**src/rtl/barhit_pkg.sv**
```systemverilog
package barhit_pkg;
  localparam int NBAR    = 6;
  localparam int HITW    = NBAR + 1;
  localparam int ROM_BIT = NBAR;
  localparam int DW      = 32;
  localparam int BEW     = DW / 8;
  localparam int IDXW    = $clog2(NBAR);

  typedef enum logic [1:0] {
    TGT_NONE = 2'd0,
    TGT_LBUS = 2'd1,
    TGT_ROM  = 2'd2
  } tgt_e;

  // Option-ROM word pattern for word index n.
  function automatic logic [DW-1:0] rom_word(input logic [7:0] n);
    return {8'h5A, n, ~n, n ^ 8'h3C};
  endfunction

  // Zero every byte lane whose enable is clear.
  function automatic logic [DW-1:0] lane_gate(input logic [BEW-1:0] be,
                                              input logic [DW-1:0] d);
    logic [DW-1:0] r;
    for (int b = 0; b < BEW; b++) begin
      r[b*8 +: 8] = be[b] ? d[b*8 +: 8] : 8'h00;
    end
    return r;
  endfunction
endpackage

```
**src/rtl/bh_decode.sv**
```systemverilog
module bh_decode
  import barhit_pkg::*;
#(
  parameter int AW        = 16,
  parameter int MEM_WORDS = 1024,
  parameter int IO_WORDS  = 64,
  parameter int ROM_SPAN  = 256,
  parameter logic [NBAR-1:0] BAR_IO = 6'b000100
) (
  input  logic [HITW-1:0] hit,
  input  logic [AW-1:0]   addr,
  output tgt_e            tgt,
  output logic [IDXW-1:0] idx,
  output logic            is_io,
  output logic            rom_hit,
  output logic            miss_hit
);
  localparam int WIW = AW - 2;
  localparam logic [WIW:0] MEM_LIM  = (WIW+1)'(MEM_WORDS);
  localparam logic [WIW:0] IO_LIM   = (WIW+1)'(IO_WORDS);
  localparam logic [WIW:0] SPAN_LIM = (WIW+1)'(ROM_SPAN);

  logic [WIW:0] widx;
  logic         found;
  logic         in_win;
  logic         rom_in;

  assign widx = {1'b0, addr[AW-1:2]};

  // lowest set window bit wins
  always_comb begin
    found = 1'b0;
    idx   = '0;
    for (int i = NBAR - 1; i >= 0; i--) begin
      if (hit[i]) begin
        found = 1'b1;
        idx   = IDXW'(i);
      end
    end
  end

  assign is_io  = found && BAR_IO[idx];
  assign in_win = is_io ? (widx < IO_LIM) : (widx < MEM_LIM);
  assign rom_in = widx < SPAN_LIM;

  always_comb begin
    if (found && in_win)              tgt = TGT_LBUS;
    else if (!found && hit[ROM_BIT] && rom_in) tgt = TGT_ROM;
    else                              tgt = TGT_NONE;
  end

  assign rom_hit  = (tgt == TGT_ROM);
  assign miss_hit = (tgt == TGT_NONE);
endmodule

```
**src/rtl/bh_rom.sv**
```systemverilog
module bh_rom
  import barhit_pkg::*;
#(
  parameter int AW        = 16,
  parameter int ROM_WORDS = 16
) (
  input  logic [AW-3:0]   widx,
  output logic [DW-1:0]   data
);
  localparam int TIW = $clog2(ROM_WORDS);
  localparam logic [AW-2:0] TBL_LIM = (AW-1)'(ROM_WORDS);

  logic [DW-1:0] tbl [ROM_WORDS];

  for (genvar g = 0; g < ROM_WORDS; g++) begin : g_tbl
    assign tbl[g] = rom_word(8'(g));
  end

  assign data = ({1'b0, widx} < TBL_LIM) ? tbl[widx[TIW-1:0]] : '0;
endmodule

```
**src/rtl/bh_lbus_fsm.sv**
```systemverilog
module bh_lbus_fsm
  import barhit_pkg::*;
#(
  parameter int AW      = 16,
  parameter int TIMEOUT = 256
) (
  input  logic            clk,
  input  logic            rst_n,
  input  logic            acc,
  input  tgt_e            tgt,
  input  logic [IDXW-1:0] idx,
  input  logic            is_io,
  input  logic            wr,
  input  logic [AW-1:0]   addr,
  input  logic [BEW-1:0]  be,
  input  logic [DW-1:0]   wdata,
  input  logic [DW-1:0]   imm_data,
  input  logic            lb_ready,
  input  logic [DW-1:0]   lb_rdata,
  output logic [NBAR-1:0] lb_cs,
  output logic [AW-1:0]   lb_addr,
  output logic            lb_wr,
  output logic [BEW-1:0]  lb_be,
  output logic [DW-1:0]   lb_wdata,
  output logic            cpl_valid,
  output logic [DW-1:0]   cpl_data,
  output logic            busy,
  output logic            wd_fire
);
  localparam int CW = $clog2(TIMEOUT + 1);
  localparam logic [CW-1:0] LAST = CW'(TIMEOUT - 1);

  typedef enum logic {S_IDLE, S_BUS} st_e;

  st_e            state;
  logic [CW-1:0]  cnt;
  logic           cur_wr;
  logic           cur_io;
  logic           go_bus;
  logic           bus_done;
  logic [NBAR-1:0] sel_oh;

  for (genvar i = 0; i < NBAR; i++) begin : g_oh
    assign sel_oh[i] = (idx == IDXW'(i));
  end

  assign go_bus   = acc && (tgt == TGT_LBUS) && !(wr && (be == '0));
  assign busy     = (state == S_BUS);
  assign wd_fire  = busy && !lb_ready && (cnt == LAST);
  assign bus_done = busy && (lb_ready || (cnt == LAST));

  always_ff @(posedge clk or negedge rst_n) begin
    if (!rst_n) begin
      state     <= S_IDLE;
      cnt       <= '0;
      cur_wr    <= 1'b0;
      cur_io    <= 1'b0;
      lb_cs     <= '0;
      lb_addr   <= '0;
      lb_wr     <= 1'b0;
      lb_be     <= '0;
      lb_wdata  <= '0;
      cpl_valid <= 1'b0;
      cpl_data  <= '0;
    end else begin
      cpl_valid <= 1'b0;
      if (state == S_IDLE) begin
        if (go_bus) begin
          state    <= S_BUS;
          cnt      <= '0;
          cur_wr   <= wr;
          cur_io   <= is_io;
          lb_cs    <= sel_oh;
          lb_addr  <= {addr[AW-1:2], 2'b00};
          lb_wr    <= wr;
          lb_be    <= be;
          lb_wdata <= lane_gate(be, wdata);
        end else if (acc) begin
          if (!wr) begin
            cpl_valid <= 1'b1;
            cpl_data  <= imm_data;
          end else if (is_io) begin
            cpl_valid <= 1'b1;
            cpl_data  <= '0;
          end
        end
      end else begin
        cnt <= cnt + 1'b1;
        if (bus_done) begin
          state <= S_IDLE;
          lb_cs <= '0;
          if (!cur_wr) begin
            cpl_valid <= 1'b1;
            cpl_data  <= lb_ready ? lb_rdata : '1;
          end else if (cur_io) begin
            cpl_valid <= 1'b1;
            cpl_data  <= '0;
          end
        end
      end
    end
  end


  cs_onehot_chk: assert property (@(posedge clk) disable iff (!rst_n)
    $onehot0(lb_cs));


  cs_hold_chk: assert property (@(posedge clk) disable iff (!rst_n)
    ((lb_cs != '0) && !lb_ready && !wd_fire) |=> $stable(lb_cs));


  cs_release_chk: assert property (@(posedge clk) disable iff (!rst_n)
    ((lb_cs != '0) && lb_ready) |=> (lb_cs == '0));


  wd_ones_chk: assert property (@(posedge clk) disable iff (!rst_n)
    (wd_fire && !cur_wr) |=> (cpl_valid && (cpl_data == '1)));


  cpl_pulse_chk: assert property (@(posedge clk) disable iff (!rst_n)
    cpl_valid |=> !cpl_valid);
endmodule

```
**src/rtl/barhit_lbus_bridge.sv**
```systemverilog
module barhit_lbus_bridge
  import barhit_pkg::*;
#(
  parameter int AW        = 16,
  parameter int MEM_WORDS = 1024,
  parameter int IO_WORDS  = 64,
  parameter int ROM_WORDS = 16,
  parameter int ROM_SPAN  = 256,
  parameter int TIMEOUT   = 256,
  parameter logic [5:0] BAR_IO = 6'b000100
) (
  input  logic          clk,
  input  logic          rst_n,
  input  logic          req_valid,
  output logic          req_ready,
  input  logic [6:0]    req_hit,
  input  logic [AW-1:0] req_addr,
  input  logic          req_wr,
  input  logic [3:0]    req_be,
  input  logic [31:0]   req_wdata,
  output logic          cpl_valid,
  output logic [31:0]   cpl_data,
  output logic [5:0]    lb_cs,
  output logic [AW-1:0] lb_addr,
  output logic          lb_wr,
  output logic [3:0]    lb_be,
  output logic [31:0]   lb_wdata,
  input  logic [31:0]   lb_rdata,
  input  logic          lb_ready
);
  tgt_e            tgt;
  logic [IDXW-1:0] idx;
  logic            is_io;
  logic            rom_hit;
  logic            miss_hit;
  logic [DW-1:0]   rom_data;
  logic [DW-1:0]   imm_data;
  logic            busy;
  logic            wd_fire;
  logic            acc_fire;

  assign req_ready = !busy && !cpl_valid;
  assign acc_fire  = req_valid && req_ready;
  assign imm_data  = rom_hit ? rom_data : '1;

  bh_decode #(
    .AW(AW), .MEM_WORDS(MEM_WORDS), .IO_WORDS(IO_WORDS),
    .ROM_SPAN(ROM_SPAN), .BAR_IO(BAR_IO)
  ) u_dec (
    .hit(req_hit), .addr(req_addr), .tgt(tgt), .idx(idx),
    .is_io(is_io), .rom_hit(rom_hit), .miss_hit(miss_hit)
  );

  bh_rom #(.AW(AW), .ROM_WORDS(ROM_WORDS)) u_rom (
    .widx(req_addr[AW-1:2]), .data(rom_data)
  );

  bh_lbus_fsm #(.AW(AW), .TIMEOUT(TIMEOUT)) u_fsm (
    .clk(clk), .rst_n(rst_n), .acc(acc_fire), .tgt(tgt), .idx(idx),
    .is_io(is_io), .wr(req_wr), .addr(req_addr), .be(req_be),
    .wdata(req_wdata), .imm_data(imm_data), .lb_ready(lb_ready),
    .lb_rdata(lb_rdata), .lb_cs(lb_cs), .lb_addr(lb_addr), .lb_wr(lb_wr),
    .lb_be(lb_be), .lb_wdata(lb_wdata), .cpl_valid(cpl_valid),
    .cpl_data(cpl_data), .busy(busy), .wd_fire(wd_fire)
  );


  rom_quiet_chk: assert property (@(posedge clk) disable iff (!rst_n)
    (acc_fire && rom_hit) |=> ((lb_cs == '0) && (cpl_valid == !$past(req_wr))));


  miss_ones_chk: assert property (@(posedge clk) disable iff (!rst_n)
    (acc_fire && miss_hit && !req_wr) |=> (cpl_valid && (cpl_data == '1)));


  be_zero_chk: assert property (@(posedge clk) disable iff (!rst_n)
    (acc_fire && req_wr && (req_be == '0)) |=> (lb_cs == '0));


  busy_block_chk: assert property (@(posedge clk) disable iff (!rst_n)
    (lb_cs != '0) |-> !req_ready);
endmodule

```
**config.mk**
```make
export PLATFORM = sky130hd
export DESIGN_NAME = barhit_lbus_bridge
export DESIGN_NICKNAME = d
export VERILOG_FILES = /design/src/rtl/barhit_pkg.sv /design/src/rtl/bh_decode.sv /design/src/rtl/bh_rom.sv /design/src/rtl/bh_lbus_fsm.sv /design/src/rtl/barhit_lbus_bridge.sv
export SDC_FILE = /design/constraint.sdc
export NUM_CORES = 1
export LEC_CHECK = 0
export BUFFER_PORTS_ARGS = -buffer_cell sky130_fd_sc_hd__buf_2
export CORE_MARGIN = 2
export CORE_UTILIZATION = 40
export CTS_CLUSTER_DIAMETER = 50
export DETAILED_ROUTE_END_ITERATION = 6
export MAX_ROUTING_LAYER = met4
export PLACE_DENSITY = 0.74
export SLEW_MARGIN = 20
export SYNTH_ARGS = -nofsm -noshare
export SYNTH_HDL_FRONTEND = slang
export SYNTH_SLANG_ARGS = --single-unit
export TNS_END_PERCENT = 1
```
**constraint.sdc**
```tcl
create_clock -name clk -period 2.1 [get_ports clk]
set_input_delay 0.105 -clock clk [delete_from_list [all_inputs] [get_ports clk]]
set_output_delay 0.105 -clock clk [all_outputs]
set_load 0.1 [all_outputs]
```
[After elaboration in Yosys (flattened, before gate mapping)]
Memories as Yosys holds them, arrays and structs flattened.
Cells that the tools add are included.
Cells by class
  add/sub/neg operators: 1
  magnitude comparators: 6
  equality and inequality tests: 12
  muxes and demuxes: 49
  bitwise gates (word level): 2
  reductions and logical operators: 22
Operators by type and width (count)
  two-way mux 32 bit: 13
  two-way mux 8 bit: 4
  two-way mux 1 bit: 19
  two-way mux 3 bit: 6
  two-way mux 6 bit: 3
  two-way mux 9 bit: 2
  < comparator 14 x 11 -> 1 bit, second input constant: 1
  < comparator 14 x 5 -> 1 bit, second input constant: 1
  < comparator 14 x 7 -> 1 bit, second input constant: 1
  < comparator 14 x 9 -> 1 bit, second input constant: 1
  logical AND 1 bit: 10
  adder 9 x 1 -> 9 bit, second input constant: 1
  equality test 9 x 8 -> 1 bit, second input constant: 1
  equality test 3 x 2 -> 1 bit, second input constant: 2
  equality test 3 bit, second input constant: 2
  greater-or-equal comparator 5 bit, second input constant: 1
  NOT 4 -> 5 bit: 1
  AND reduction 5 bit: 1
  zero test 1 bit: 4
  zero test 4 bit: 1
  < comparator 3 x 4 -> 1 bit, second input constant: 1
  two-way mux 2 bit: 2
  AND reduction 2 bit: 2
  nonzero test 2 bit: 2
  other kinds (10): 10
Word-level totals
  flip-flop bits (word level): 101
  bits in read-only memories: 520
  input bits: 96
  memories: 2
Memories
  (name not given): depth 16, width 32, read ports 1, clocked after Yosys merged registers in 0, wr ports 0, RTL line bh_rom.sv:19  | assign data = ({1'b0, widx} < TBL_LIM) ? tbl[widx[TIW-1:0]] : '0;
  (name not given): depth 8, width 1, read ports 1, clocked after Yosys merged registers in 0, wr ports 0, RTL line bh_decode.sv:42  | assign is_io = found && BAR_IO[idx];

[Longest topological paths before layout]
Gate-level depths: netlist of the first run.
  word-level depth: 18
  depth in mapped cells: 11

[By module]
From an unflattened synthesis of the first run, not the netlist that was laid out.
Second synthesis, totals
  cells, all modules: 502
  area total of the unflattened synthesis: 5393.9 um^2
Modules (own cells, without submodules)
  bh_lbus_fsm: instances 1, cells each 403, area each 4694.5 um^2, sequential area each 2527.4 um^2
  bh_rom: instances 1, cells each 43, area each 350.3 um^2, sequential area each 0.0 um^2
  barhit_lbus_bridge: instances 1, cells each 37, area each 227.7 um^2, sequential area each 0.0 um^2
  bh_decode: instances 1, cells each 19, area each 121.4 um^2, sequential area each 0.0 um^2

[Least setup slack after synthesis of the first run]
No wires, ideal clock.
  path kind: register -> register
  start point: reg u_fsm.cpl_valid
  end point: reg u_fsm.cpl_data[10]
  arrival: 3105 ps
  path slack: -1131 ps
  cell stages (with the launch flop): 8
  buffers on the path: 2
  path through: dfrtp_1 nor2_2 o2111ai_1 a211o_1 a41o_1 buf_6 buf_6 mux2_4
On the way
  word-level cells in the longest chain between the ends: 7
  elaborated cells on any way between the ends: 8
  classes of those cells: 1 x eq/ne; 7 x reduce/logical
Ends and longest elaborated chain
  start: declaration: RTL line bh_lbus_fsm.sv:25  | output logic cpl_valid,
  start signal: assignment: RTL line bh_lbus_fsm.sv:63  | cpl_valid <= 1'b0;
  start signal: assignment: RTL line bh_lbus_fsm.sv:66  | cpl_valid <= 1'b0;
  start signal: assignment: RTL line bh_lbus_fsm.sv:80  | cpl_valid <= 1'b1;
  zero test 1 bit (*): RTL line barhit_lbus_bridge.sv:42  | assign req_ready = !busy && !cpl_valid;
  logical AND 1 bit (*): RTL line barhit_lbus_bridge.sv:42
  via req_ready: RTL line barhit_lbus_bridge.sv:15  | output logic req_ready,
  logical AND 1 bit (*): RTL line barhit_lbus_bridge.sv:43  | assign acc_fire = req_valid && req_ready;
  logical AND 1 bit (2 in series): RTL line bh_lbus_fsm.sv:47  | assign go_bus = acc && (tgt == TGT_LBUS) && !(wr && (be == '0));
  != test 2 x 1 -> 1 bit (no source line)
  AND reduction 5 bit (no source line) (*)
  end signal: assignment: RTL line bh_lbus_fsm.sv:81  | cpl_data <= imm_data;
  end signal: assignment: RTL line bh_lbus_fsm.sv:94  | cpl_data <= lb_ready ? lb_rdata : '1;
  end: declaration: RTL line bh_lbus_fsm.sv:26  | output logic [DW-1:0] cpl_data,
The timed path passes the listed nets; every way through them passes the cells marked *.
A chain may end at the register's enable or synchronous reset.

[Final worst setup path of the first run]
  start point: reg u_fsm.cnt[1]
  end point: reg u_fsm.cpl_data[5]
On the way
  word-level cells in the longest chain between the ends: 5
Ends and longest elaborated chain
  start: declaration: RTL line bh_lbus_fsm.sv:36  | logic [CW-1:0] cnt;
  start signal: assignment: RTL line bh_lbus_fsm.sv:88  | cnt <= cnt + 1'b1;
  equality test 9 x 8 -> 1 bit
  logical OR 1 bit: RTL line bh_lbus_fsm.sv:50  | assign bus_done = busy && (lb_ready || (cnt == LAST));
  logical AND 1 bit: RTL line bh_lbus_fsm.sv:50
  != test 2 bit (no source line)
  AND reduction 5 bit (no source line)
Every way passes these cells.

==> results.yml, run 1 <==
detailed_routing:
  drtAntennaViolNets: 0
  met2WireLength_um: 6297
  wirelength_met1_um: 5737
  drt-pass1-iter-count: 6
  highest-signal-layer: "met4"
  wl_per_cell_um: 16.15
  dr.first_iter.drc_count: 376
  met3_length_um: 1030
  vias: 4148
  drt-vias-per-instance: 5.059
  drc_errors: 0
  totalWireLength_um: 13250
yosys:
  synth_edf_count: 0
  synth_top_family_by_area: "simple AND/OR/NAND/NOR gates"
  netlist_area_um2: 4720
  synth_cell_type_count: 46
  yosys-mux-area-fraction_pct: 10.84
  synth_simple_gate_area_share_pct: 22.45
  ys_async_sr_fraction_pct: 100.0
  ys_seq_elements: 101
  ys_warn_count: 0
  synth_flop_cell: "dfrtp_1"
  synth_compound_area_share_pct: 8.218
  synth_area_per_cell_um2: 10.22
  synth_fa_ha_area_share_pct: 0.5302
  synth_xor_area_share_pct: 0.1856
  synth_seq_area_share_pct: 53.55
  synthCells: 462
setup_path:
  critPathCaptureType: "flip-flop"
  reg2reg_from: "u_fsm.cnt[1]$_DFFE_PN0P_"
  cp-startpoint: "u_fsm.cnt[1]$_DFFE_PN0P_"
  worst-endpoint-required_ns: 2.33
  crit_fanout: 7
  regToRegSetupSlack_ns: -0.07
  startpoint_type: "flip-flop"
  crit_arrival_ns: 2.39
  crit_type: "reg -> reg"
timing:
  timing.fmax_mhz: 461.8
  post-route-worst-setup-slack_ns: -0.06560
  finalHoldViolCount: 0
  finalCritPeriodShare_pct: 103.1
  setup_violations: 32
  min_period_ns: 2.166
  whs_ns: 0.01050
  tightest_slew_ns: 0.5121
  fin_skew_ns: 0.007352
  max_slew_margin_pct: 65.86
  maxSlewViolCount: 0
  rsz0062_at_grt: "true"
placement:
  gp_congestion: 0.8491
  hpwl_um: 9521
  port-buffer-count: 184
  place_ws_ns: -0.1666
die:
  io_pins: 189
  initial_core_util_pct: 41.16
  core-area_um2: 11470
  rows: 39
  die_area_um2: 12680
  die_w_um: 112.6
  die_y_um: 112.6
cts:
  clk_latency_ns: 0.34
  h-tree-depth: 3
  root_buffer: "clkbuf_16"
  cts_tree: "built"
  cts.path.max_buffers: 2
  clk_pin_slew_ns: 0.07
  clock-sinks: 101
  cts-buffers-inserted: 9
global_route:
  grt_pass1_vias: 4218
  grt-ovfl-total: 0
  grt_pass1_wl_um: 21090
  grtUsageTotal_pct: 21.54
  grt_max_degree: 65
  antenna_found_initial: 2
finish:
  nFillCells: 985
  multi_input_area_um2: 2054
  seq_area_um2: 2531
  drive_above_1_share_pct: 41.48
  layout_commonest_cell: "buf_2"
  finish.utilization_pct: 56.67
  fin_nets: 769
  areaGrowthSynthToFinish_pct: 37.70
  final_cell_mix: "183 x buf_2, 121 x nand2_1, 100 x dfrtp_1, 39 x nand3_1, 31 x nor2b_1"
hold_path:
  hold_path_startpoint: "req_wdata[18]"
  hold_path.class: "in -> reg"
status:
  violations: "setup timing"
  status: "complete, but fails checks"
run:
  drv_cap: 0
-- cell type report --
class | instances | share of cell area [%]
inverter | 5 | 0.2888
clock buffer | 10 | 3.677
sequential | 101 | 38.95
timing repair buffer | 230 | 21.70
antenna | 2 | 0.07701
clock inverter | 5 | 0.9434
tap | 143 | 2.753
multi-input combinational | 324 | 31.61
-- worst max-delay path, cell delays in order, from the launching register on --
cell and delay (ns):
dfrtp_1 0.38, ha_2 0.19, and3_4 0.18, nand2_2 0.07, nor2_2 0.04, ha_2 0.19, o21ai_2 0.17, a21oi_2 0.05
a41o_4 0.30, clkbuf_16 0.19, mux2_4 0.30
-- routing by layer --
layer	up-vias	GRT usage [%]
li1	1975	-
met1	1982	26.87
met2	175	33.97
met3	16	5.184
met4	0	8.455
met5	-	-
-- kinds of logic after synthesis --
group	count (synthesis)
flip-flops	101
buffers and inverters	38
adder cells (fa/ha/maj)	2
multiplexers	36
other	1
AO/OA/AOI/OAI	60
AND/OR/NAND/NOR	223
XOR/XNOR	1
-- registers in the layout, summed over array words and instances (netlist names) --
register         flops
u_fsm.lb_wdata      32
u_fsm.cnt            9
u_fsm.cpl_valid      1
u_fsm.cur_io         1
u_fsm.busy           1
u_fsm.lb_be          4
u_fsm.lb_addr       14
u_fsm.lb_wr          1
u_fsm.cpl_data      32
u_fsm.lb_cs          6
-- what timing repair did --
action	CTS	global route
hold endpoints to repair	50	0
gates cloned	0	3
pin swaps	0	4
buffers inserted	0	4
resized for setup	4	5
setup endpoints to repair	32	32
hold buffers	16	0
-- synth_stat cells, types with 3 or more instances --
cell | count | area (µm²)
nor4_1 | 4 | 25.02
mux2_2 | 5 | 56.30
mux2_4 | 29 | 435.4
nor2_1 | 6 | 22.52
a21oi_1 | 6 | 30.03
nand3_1 | 39 | 195.2
buf_2 | 8 | 40.04
inv_1 | 5 | 18.77
nand2_1 | 122 | 457.9
clkbuf_1 | 13 | 48.80
o21ai_0 | 30 | 150.1
nor2b_1 | 31 | 193.9
o221ai_1 | 6 | 52.55
dfrtp_1 | 101 | 2527
and2_1 | 5 | 31.28
buf_6 | 4 | 45.04
buf_4 | 3 | 22.52
buf_1 | 4 | 15.01
-- metrics by stage --
step / area, µm² / std cells / TNS [ns]
final: 6499 / 820 / -1.332
after global routing: 6499 / 820 / -3.209
after CTS: 6379 / 811 / -0.8872
after detailed placement: 5909 / 780 / -4.921
after global placement: 5909 / 780 / -2.808
after floorplan: 4750 / 463 / -27.74
-- worst paths after layout --
kind                                             endpoint  cells past startpoint
min                        u_fsm.lb_wdata[18]$_DFFE_PN0P_                      3
max                         u_fsm.cpl_data[5]$_DFFE_PN0P_                     10
max reg2reg                 u_fsm.cpl_data[5]$_DFFE_PN0P_                     10
min reg2reg                u_fsm.lb_wdata[17]$_DFFE_PN0P_                      2
min in group asynchronous  u_fsm.lb_wdata[15]$_DFFE_PN0P_                      2
max in group asynchronous       u_fsm.cpl_valid$_DFF_PN0_                      3
Power of run 1 is left out: the tool's default activity adds up to more than one toggle a clock period on the data nets, which glitch-free logic cannot reach.
==> run 2, diff against run 1 <==
--- a/config.mk
+++ b/config.mk
@@ -8,6 +8,7 @@
 export BUFFER_PORTS_ARGS = -buffer_cell sky130_fd_sc_hd__buf_2
 export CORE_MARGIN = 2
 export CORE_UTILIZATION = 40
+export CTS_BUF_LIST = sky130_fd_sc_hd__clkbuf_4 sky130_fd_sc_hd__clkbuf_8
 export CTS_CLUSTER_DIAMETER = 50
 export DETAILED_ROUTE_END_ITERATION = 6
 export MAX_ROUTING_LAYER = met4
==> results.yml, run 2 (same netlist as run 1, synthesis figures left out) <==
cts:
  clk_pin_slew_ns: 0.10
  root_buffer: "clkbuf_8"
  cts.path.max_buffers: 2
  clock-sinks: 101
  cts-buffers-inserted: 9
  cts_tree: "built"
  clk_latency_ns: 0.36
  h-tree-depth: 3
setup_path:
  cp-startpoint: "u_fsm.cnt[1]$_DFFE_PN0P_"
  critPathSlowestCell: "dfrtp_1"
  cpMostUsedCell: "ha_2"
  crit_type: "reg -> reg"
  startpoint_type: "flip-flop"
  critical_path.cell_chain: "ha_2 -> and3_4 -> nand2_4 -> nor2_4 -> ha_2 -> o21ai_2 -> a21oi_2 -> a41o_4 -> clkbuf_16 -> mux2_4"
  worst-endpoint-required_ns: 2.35
  reg2reg_from: "u_fsm.cnt[1]$_DFFE_PN0P_"
  max_stage_delay_ns: 0.39
  crit_arrival_ns: 2.43
  critPathCaptureType: "flip-flop"
  crit_fanout: 7
timing:
  min_period_ns: 2.171
  rsz0062_at_grt: "true"
  tightest_slew_ns: 0.5126
  max_slew_margin_pct: 65.83
  whs_ns: 0.01110
  maxSlewViolCount: 0
  timing.fmax_mhz: 460.6
  setup_violations: 32
  fin_skew_ns: 0.007949
  post-route-worst-setup-slack_ns: -0.07103
  finalHoldViolCount: 0
  finalCritPeriodShare_pct: 103.4
global_route:
  grt_pass1_wl_um: 22310
  grtUsageTotal_pct: 22.70
  grt_pass1_vias: 4529
  grt-ovfl-total: 0
  grt_max_degree: 65
  antenna_found_initial: 2
hold_path:
  hold_path.class: "in -> reg"
  hold_path_startpoint: "req_addr[6]"
detailed_routing:
  totalWireLength_um: 14000
  wl_per_cell_um: 16.53
  drt-pass1-iter-count: 7
  drtAntennaViolNets: 0
  drc_errors: 7
  vias: 4321
  dr.first_iter.drc_count: 420
  drt-vias-per-instance: 5.102
die:
  core-area_um2: 11470
  die_y_um: 112.6
  die_area_um2: 12680
  initial_core_util_pct: 41.16
  die_w_um: 112.6
  io_pins: 189
  rows: 39
pwr:
  ir_drop_uv: 1471
  powerDensity_nw_per_um2: 1744
  leakage_nw: 3.507
finish:
  layout_commonest_cell: "buf_2"
  stdcell_count: 847
  drive_above_1_share_pct: 40.09
  multi_input_area_um2: 2071
  nFillCells: 945
  fin_nets: 795
  seq_area_um2: 2531
  areaGrowthSynthToFinish_pct: 41.46
  reg_top3: "u_fsm.cpl_data: 32 flops, u_fsm.lb_wdata: 32 flops, u_fsm.lb_addr: 14 flops"
  final_cell_mix: "183 x buf_2, 121 x nand2_1, 100 x dfrtp_1, 42 x dlygate4sd3_1, 39 x nand3_1"
run:
  drv_cap: 0
status:
  status: "complete, but fails checks"
  violations: "DRC, setup timing"
placement:
  hpwl_um: 9521
  placed_cells: 780
  port-buffer-count: 184
  gp_congestion: 0.8491
[run 2: cell count changes in the layout (fill, tap and decap cells not counted), sizes merged]
cell	change
diode	+1
dlygate4sd3	+26
[run 2: repair_timing]
action	in CTS	in global routing
setup buffers	0	4
gates resized for setup	4	8
gates cloned	0	3
pin swaps	0	4
hold endpoints to repair	76	0
endpoints found under the setup margin	32	33
hold buffers	42	0
[run 2: stage by stage]
| step | total power, mW | util (%) | setup slack, ns | TNS, ns | cell area [µm²] |
|---|---|---|---|---|---|
| finish | 11.64 | 58.22 | -0.07103 | -1.524 | 6676 |
| global route | 12.10 | 58.20 | -0.1266 | -3.471 | 6674 |
| CTS | 11.55 | 57.01 | -0.04918 | -0.9462 | 6538 |
| detailed placement | 10.22 | 51.53 | -0.1666 | -4.921 | 5909 |
| global placement | 10.09 | 51.53 | -0.09537 | -2.808 | 5909 |
| floorplan | 8.962 | - | -0.4848 | -27.74 | 4750 |
[run 2: critical path: cells and delay by family, from the launching register on]
kind | cells | cell delay (ns)
mux | 1 | 0.29
compound gates | 3 | 0.52
simple gates | 3 | 0.29
flops | 1 | 0.39
buf+inv | 1 | 0.19
fa+ha+maj | 2 | 0.38
[run 2: final timing paths]
path | end | slack, ns | depth (start not counted)
setup reg to reg | u_fsm.cpl_data[5]$_DFFE_PN0P_ | -0.07 | 10
min in group asynchronous | u_fsm.lb_wdata[16]$_DFFE_PN0P_ | 0.28 | 2
setup / recovery | u_fsm.cpl_data[5]$_DFFE_PN0P_ | -0.07 | 10
hold / removal | u_fsm.lb_addr[6]$_DFFE_PN0P_ | 0.01 | 3
max in group asynchronous | u_fsm.cpl_valid$_DFF_PN0_ | 1.12 | 3
hold reg to reg | u_fsm.lb_wdata[17]$_DFFE_PN0P_ | 0.47 | 2
[run 2: layer usage]
metal,share of wire (%),GRT usage [%]
met1,43,27.95
met2,48,36.01
met3,7.9,6.317
met4,1.5,8.049
met5,0,-
[run 2: area by class of cell]
cell class	count	share of cell area (%)
Clock buffer	10	2.061
Inverter	5	0.2811
Tap cell	143	2.680
Multi-Input combinational cell	324	31.02
Sequential cell	101	37.91
Timing Repair Buffer	256	25.02
Clock inverter	5	0.9183
Antenna cell	3	0.1124
[run 2: power breakdown]
group | switching, mW | internal, mW | total, mW
Combinational | 5.72 | 1.55 | 7.27
Sequential | 0.469 | 2.65 | 3.12
Clock | 0.671 | 0.579 | 1.25
No activity file was read; power rests on OpenSTA's default activity.
